**config.mk**
```make
export PLATFORM = sky130hd
export DESIGN_NAME = wdog_force
export DESIGN_NICKNAME = d
export VERILOG_FILES = /design/src/rtl/wdf_pkg.sv /design/src/rtl/wdf_regs.sv /design/src/rtl/wdf_counter.sv /design/src/rtl/wdf_outputs.sv /design/src/rtl/wdog_force.sv
export SDC_FILE = /design/constraint.sdc
export NUM_CORES = 1
export LEC_CHECK = 0
export BUFFER_PORTS_ARGS = -buffer_cell sky130_fd_sc_hd__buf_4
export CAP_MARGIN = 20
export CORE_UTILIZATION = 40
export DETAILED_ROUTE_END_ITERATION = 10
export PLACE_DENSITY = 0.75
export SLEW_MARGIN = 10
export SYNTH_ARGS = -nofsm -noshare
export SYNTH_HDL_FRONTEND = slang
export SYNTH_SLANG_ARGS = --single-unit
```
**constraint.sdc**
```tcl
create_clock -name clk -period 1.7 [get_ports clk]
set_input_delay 0.085 -clock clk [delete_from_list [all_inputs] [get_ports clk]]
set_output_delay 0.085 -clock clk [all_outputs]
set_load 0.005 [all_outputs]
```
**src/rtl/wdf_pkg.sv**
```systemverilog
package wdf_pkg;
  typedef enum logic {
    SEL_CTRL = 1'b0,
    SEL_CFG  = 1'b1
  } wsel_e;

  localparam int CTRL_W         = 3;
  localparam int CTRL_ST_BIT    = 0;
  localparam int CTRL_FORCE_BIT = 2;
endpackage

```
**src/rtl/wdf_regs.sv**
```systemverilog
module wdf_regs
  import wdf_pkg::*;
#(
  parameter int CNT_W = 8,
  localparam int DW = CNT_W + 2
) (
  input  logic             clk,
  input  logic             rst,
  input  logic             wr_en,
  input  logic             wr_sel,
  input  logic [DW-1:0]    wr_data,
  input  logic             expire,
  output logic             force_p,
  output logic             reload_p,
  output logic [CNT_W-1:0] reload_val,
  output logic [CNT_W-1:0] tmo,
  output logic             irq_en,
  output logic             pin_inv,
  output logic             status,
  output logic [CTRL_W-1:0] ctrl_rd
);
  logic ctrl_wr, clr_p;

  assign ctrl_wr    = wr_en && (wr_sel == SEL_CTRL);
  assign force_p    = ctrl_wr && wr_data[CTRL_FORCE_BIT];
  assign clr_p      = ctrl_wr && !wr_data[CTRL_ST_BIT] && !wr_data[CTRL_FORCE_BIT];
  assign reload_p   = wr_en && (wr_sel == SEL_CFG);
  assign reload_val = wr_data[CNT_W-1:0];

  always_ff @(posedge clk) begin
    if (rst) begin
      tmo     <= '0;
      irq_en  <= 1'b0;
      pin_inv <= 1'b0;
    end else if (reload_p) begin
      tmo     <= wr_data[CNT_W-1:0];
      irq_en  <= wr_data[CNT_W];
      pin_inv <= wr_data[CNT_W+1];
    end
  end

  always_ff @(posedge clk) begin
    if (rst)                   status <= 1'b0;
    else if (force_p || expire) status <= 1'b1;
    else if (clr_p)            status <= 1'b0;
  end

  always_comb begin
    ctrl_rd = '0;
    ctrl_rd[CTRL_ST_BIT] = status;
  end

  p_expire_sets_r4: assert property (@(posedge clk) disable iff (rst)
    expire |=> status);
  p_force_sets_r6: assert property (@(posedge clk) disable iff (rst)
    force_p |=> status);
  p_sticky_r7: assert property (@(posedge clk) disable iff (rst)
    (status && !clr_p) |=> status);
  p_no_reset_r7: assert property (@(posedge clk) disable iff (rst)
    (!status && !force_p && !expire) |=> !status);
  p_clear_r7: assert property (@(posedge clk) disable iff (rst)
    (clr_p && !expire) |=> !status);
endmodule

```
**src/rtl/wdf_counter.sv**
```systemverilog
module wdf_counter #(
  parameter int CNT_W = 8
) (
  input  logic             clk,
  input  logic             rst,
  input  logic             tick,
  input  logic             force_p,
  input  logic             reload_p,
  input  logic [CNT_W-1:0] reload_val,
  input  logic [CNT_W-1:0] tmo,
  output logic [CNT_W-1:0] cnt,
  output logic             expire
);
  localparam logic [CNT_W-1:0] ONE = CNT_W'(1);

  logic step;

  assign step   = tick && (tmo != '0) && (cnt != '0) && !force_p && !reload_p;
  assign expire = step && (cnt == ONE);

  always_ff @(posedge clk) begin
    if (rst)           cnt <= '0;
    else if (force_p)  cnt <= '0;
    else if (reload_p) cnt <= reload_val;
    else if (step)     cnt <= cnt - ONE;
  end

  p_force_zero_r6: assert property (@(posedge clk) disable iff (rst)
    force_p |=> (cnt == '0));
  p_reload_r2: assert property (@(posedge clk) disable iff (rst)
    (reload_p && !force_p) |=> (cnt == $past(reload_val)));
  p_hold_r3: assert property (@(posedge clk) disable iff (rst)
    (!tick && !force_p && !reload_p) |=> $stable(cnt));
  p_dec_r3: assert property (@(posedge clk) disable iff (rst)
    (tick && tmo != '0 && cnt != '0 && !force_p && !reload_p) |=> ((cnt + ONE) == $past(cnt)));
  p_disabled_r5: assert property (@(posedge clk) disable iff (rst)
    (tmo == '0) |-> (cnt == '0));
endmodule

```
**src/rtl/wdf_outputs.sv**
```systemverilog
module wdf_outputs (
  input  logic clk,
  input  logic rst,
  input  logic status,
  input  logic irq_en,
  input  logic pin_inv,
  output logic irq_lvl,
  output logic irq_pulse,
  output logic gpo
);
  logic status_d;

  always_ff @(posedge clk) begin
    if (rst) begin
      status_d  <= 1'b0;
      irq_lvl   <= 1'b0;
      irq_pulse <= 1'b0;
      gpo       <= 1'b0;
    end else begin
      status_d  <= status;
      irq_lvl   <= status && irq_en;
      irq_pulse <= status && !status_d && irq_en;
      gpo       <= status ^ pin_inv;
    end
  end

  p_irq_gate_r8: assert property (@(posedge clk) disable iff (rst)
    !irq_en |=> !irq_lvl);
  p_pulse_one_r9: assert property (@(posedge clk) disable iff (rst)
    irq_pulse |=> !irq_pulse);
  p_gpo_r10: assert property (@(posedge clk) disable iff (rst)
    !rst |=> (gpo == $past(status ^ pin_inv)));
endmodule

```
**src/rtl/wdog_force.sv**
```systemverilog
module wdog_force
  import wdf_pkg::*;
#(
  parameter int CNT_W = 8,
  localparam int DW = CNT_W + 2
) (
  input  logic              clk,
  input  logic              rst,
  input  logic              tick,
  input  logic              wr_en,
  input  logic              wr_sel,
  input  logic [DW-1:0]     wr_data,
  output logic [CTRL_W-1:0] ctrl_rd,
  output logic [CNT_W-1:0]  cnt_o,
  output logic              irq_lvl,
  output logic              irq_pulse,
  output logic              gpo
);
  logic             force_p, reload_p, expire, irq_en, pin_inv, status;
  logic [CNT_W-1:0] reload_val, tmo;

  wdf_regs #(.CNT_W(CNT_W)) u_regs (
    .clk(clk), .rst(rst), .wr_en(wr_en), .wr_sel(wr_sel), .wr_data(wr_data),
    .expire(expire), .force_p(force_p), .reload_p(reload_p),
    .reload_val(reload_val), .tmo(tmo), .irq_en(irq_en), .pin_inv(pin_inv),
    .status(status), .ctrl_rd(ctrl_rd)
  );

  wdf_counter #(.CNT_W(CNT_W)) u_counter (
    .clk(clk), .rst(rst), .tick(tick), .force_p(force_p), .reload_p(reload_p),
    .reload_val(reload_val), .tmo(tmo), .cnt(cnt_o), .expire(expire)
  );

  wdf_outputs u_outputs (
    .clk(clk), .rst(rst), .status(status), .irq_en(irq_en), .pin_inv(pin_inv),
    .irq_lvl(irq_lvl), .irq_pulse(irq_pulse), .gpo(gpo)
  );
endmodule

```
# == Word level (Yosys, flattened, before mapping) ==
# Index checks and enable logic that the tools add are counted.
# word_totals
ff_bits,23
word_cells,41
# op_classes
n_reduce_logical,24
n_eq_ne,1
muxes,4
addsub,1
bitwise,2
# ops
operator,count
$mux W8,2
$reduce_bool A8 Y1,2
$logic_and A1 B1 Y1,13
$eq A8 B1 Y1 const B,1
$sub A8 B1 Y8 const B,1
$logic_not A1 Y1,5
$reduce_bool A2 Y1,2
$mux W1,2
$reduce_or A2 Y1,1
$logic_or A1 B1 Y1,1
$not A1 Y1,1
$xor A1 B1 Y1,1

# == Longest topological paths before layout ==
# logic_depth
depth_word,9
ltp_mapped,6
mapped_depth_nobuf,6

# == By module ==
# From an unflattened synthesis, not the netlist that was laid out.
# hier_totals
hier_cells,137
area_unflattened_um2,1318.8
# by_module_without_submodules
mod,instances,area_per_inst_um2,seq_area_each_um2,cells_each
wdf_regs,1,655.6,220.2,65
wdf_counter,1,551.8,160.2,62
wdf_outputs,1,111.4,80.1,10

# == Worst setup path before layout ==
# OpenSTA, ideal clock, no wires.
# synth_timing
kind,register -> register
startpoint,reg u_regs.tmo[6]
endpoint,reg u_counter.cnt[0]
path_stages_with_launch,6
n_path_buf,0
path_slack_ns,0.051
setup_ns,0.086
period_less_slack_ns,1.649
arrival_time_ns,1.564
path_cell_list,dfxtp_1 -> or4_4 -> o211a_4 -> and2_4 -> xnor2_1 -> a211oi_1
# synth_between
elab_chain_cells,6
# synth_lines
item,line,source
from (decl),wdf_regs.sv:16,"output logic [CNT_W-1:0] tmo,"
from (signal assigned),wdf_regs.sv:36,tmo <= wr_data[CNT_W-1:0];
$reduce_bool A8 Y1,wdf_counter.sv:18,assign step = tick && (tmo != '0) && (cnt != '0) && !force_p && !reload_p;
$logic_and A1 B1 Y1 (4 in series),wdf_counter.sv:18,
$reduce_bool A2 Y1 (no source line),n/a,
to (signal assigned),wdf_counter.sv:24,else if (reload_p) cnt <= reload_val;
to (signal assigned),wdf_counter.sv:25,else if (step) cnt <= cnt - ONE;
to (decl),wdf_counter.sv:11,"output logic [CNT_W-1:0] cnt,"
# No other way between the ends.
# A chain may end at the register's enable or synchronous reset.

# == Worst setup path after layout ==
# layout_timing
startpoint,reg u_regs.tmo[2]
endpoint,reg u_counter.cnt[0]
# The elaborated chain is that of the path after synthesis.

==> impl_metrics.py <==
metrics = {
    "setup_path": {
        "critPathCaptureType": "flop",
        "crit_chain": "or4_4 -> o211a_4 -> and2_4 -> xnor2_2 -> a211oi_2",
        "cp_num_buf_inv": 0,
        "r2r_cells": 5,
        "arrival_ps": 1980,
        "worst_path_dominant_cell_family": "simple AND/OR/NAND/NOR gates",
        "cpPeakStageDelay_ps": 530,
        "slowest_stage": "or4_4",
        "critical_path_class": "reg -> reg",
        "cp-start-kind": "flop",
        "cp_data_required_time_ps": 1950,
        "worstSetupPathDepth": 5,
        "cp_max_fo": 8,
    },
    "floorplan": {
        "die-area_mm2": 0.00289,
        "fp-row-count": 18,
        "ios": 29,
        "die_h_um": 53.7,
        "start_util": 0.428,
        "die_width_um": 53.7,
        "core_mm2": 0.00250,
    },
    "global_routing": {
        "grt_pass1_vias": 871,
        "overflow": 0,
        "grt_pass1_wl_um": 3830,
        "grt_max_degree": 18,
        "antenna_found_initial": 0,
        "track_usage": 0.184,
    },
    "clock_network": {
        "cts_buffers": 3,
        "cts-root-buf": "clkbuf_4",
        "htreeDepth": 1,
        "insertion_delay_ps": 320,
        "path_clk_slew_ps": 140,
        "cts_buffer_depth": 2,
        "cts_tree": "built",
        "clkSinkCount": 23,
    },
    "yosys": {
        "yosys_warnings": 0,
        "synth-main-ff-cell": "dfxtp_1",
        "synth_area_mm2": 0.00107,
        "ys_types": 31,
        "syn_avg_cell_area_um2": 8.77,
        "synth_edf_count": 0,
        "synth-async-reset-ratio": 0,
        "synth_seq_area_share": 0.430,
        "syn_inst": 122,
        "ys_ff_latch": 23,
    },
    "job": {
        "max_cap_violations": 0,
    },
    "routing": {
        "drcViolationCount": 0,
        "via_per_inst": 5.14,
        "dr.pass1.iters": 4,
        "vias": 935,
        "detail-route-antenna-nets": 0,
        "wl_per_cell_um": 13.1,
        "drt_iter0_markers": 15,
        "wirelength_um": 2390,
    },
    "timing": {
        "hold_viol": 1,
        "holdWs_ps": -1.21,
        "slew-limit-headroom": 0.654,
        "fin_worst_skew_ps": 6.98,
        "slew_violations": 0,
        "tightest_slew_ps": 519,
        "finalSetupViolCount": 4,
        "worst_slack_ps": -29.8,
        "finalCritPeriodShare": 1.02,
        "fin_crit_ps": 1730,
        "rsz0062_at_grt": "yes",
        "fmax_ghz": 0.578,
    },
    "run_status": {
        "outcome": "complete, but fails checks",
        "violations": "negative hold slack, negative setup slack",
    },
    "final_layout": {
        "drive_above_1_share": 0.329,
        "mostFrequentLayoutCell": "buf_4",
        "antenna_cells": 0,
        "utilization": 0.555,
        "layout_common_cells": "30 x buf_4, 21 x nand2_1, 21 x dfxtp_1, 11 x nor2_1, 10 x a21oi_1",
        "area_growth_pct": 29.7,
        "final_nets": 171,
    },
    "power": {
        "p_per_area_mw_per_mm2": 877,
        "p_leak_nw": 0.565,
        "vdd_drop_max_mv": 0.498,
        "power_mw": 1.22,
    },
    "place": {
        "gp_congestion": 0.858,
        "port-buffer-count": 26,
        "dp_hpwl_um": 1700,
    },
    "hold_path": {
        "worstHoldPathCells": 3,
        "min_path_type": "in -> reg",
    },
}
## cells in the mapped netlist, types with 3 or more instances
cell type,n,share of area
clkbuf_1,4,0.014
dfxtp_1,23,0.43
nand4_1,5,0.029
a211oi_1,7,0.049
nand2_1,21,0.074
nor2_1,11,0.039
xor2_1,6,0.049
ha_1,3,0.035
buf_4,3,0.021
a21oi_1,10,0.047
nor3_1,3,0.014
## timing repair
item	4_1_cts	5_1_grt
hold buffers	0	2
buffers inserted	0	1
gates resized for setup	2	4
pin swaps	5	7
setup endpoints to repair	2	7
hold endpoints to repair	0	2
## worst reg2reg max path, stage by stage (launching register included)
cell and delay (ps):
dfxtp_2 350, or4_4 530, o211a_4 310, and2_4 170, xnor2_2 130, a211oi_2 180
## per-layer routing
layer | vias up | track usage | wire [µm] | share of wire
met2 | 25 | 0.315 | 1140 | 0.48
met1 | 434 | 0.227 | 1110 | 0.46
met3 | 3 | 0.0367 | 110 | 0.046
li1 | 473 | - | - | -
met5 | - | 0 | 0 | 0
met4 | 0 | 0.0658 | 27 | 0.011
## where the power goes
| group | total (mW) | switching (mW) | internal [mW] |
|---|---|---|---|
| sequential | 0.612 | 0.0352 | 0.576 |
| combinational | 0.340 | 0.166 | 0.174 |
| clock | 0.266 | 0.178 | 0.0883 |
| total | 1.22 | 0.379 | 0.839 |
## final timing paths
check,start,endpoint,slack (ps)
setup / recovery,u_regs.tmo[2]$_SDFFE_PP0P_,u_counter.cnt[0]$_SDFFE_PP0P_,-30
hold / removal,wr_data[8],u_regs.irq_en$_SDFFE_PP0P_,-1
setup reg to reg,u_regs.tmo[2]$_SDFFE_PP0P_,u_counter.cnt[0]$_SDFFE_PP0P_,-30
hold reg to reg,u_outputs.status_d$_SDFF_PP0_,u_outputs.irq_pulse$_SDFF_PP0_,400
## metrics by stage
stage               instances  setup slack (ps)  instance area [µm²]  setup TNS, ps
CTS                       179             -7.09                 1340          -13.3
finish                    182             -29.8                 1390          -58.4
detailed placement        175             -13.3                 1310          -13.3
global route              182             -86.9                 1390           -352
floorplan                 123              50.9                 1070              0
global placement          175              29.3                 1310              0
## sequential cells by signal, indices dropped and copies added (netlist names)
| name | flops |
|---|---|
| u_outputs.gpo | 1 |
| u_regs.status | 1 |
| u_regs.pin_inv | 1 |
| u_outputs.irq_pulse | 1 |
| u_outputs.status_d | 1 |
| u_counter.cnt | 8 |
| u_outputs.irq_lvl | 1 |
| u_regs.tmo | 8 |
| u_regs.irq_en | 1 |
## cells by family (layout without fill, tap and decap cells)
kind of cell / count (synthesis) / count (layout) / synth area share
simple gates: 54 / 54 / 0.261
compound gates: 23 / 23 / 0.159
flops: 23 / 23 / 0.430
buf+inv: 10 / 39 / 0.0456
xor+xnor: 8 / 8 / 0.0655
fa+ha+maj: 3 / 3 / 0.0351
other cells: 1 / 2 / 0.00351
## cell type report
cell class	instances	area, µm²
Fill cell	228	1110
Sequential cell	23	463
Timing Repair Buffer	33	265
Clock buffer	3	22.5
Multi-Input combinational cell	90	587
Clock inverter	1	5.00
Inverter	2	7.51
Tap cell	30	37.5
Note: power is estimated with default switching activity, not from simulation.
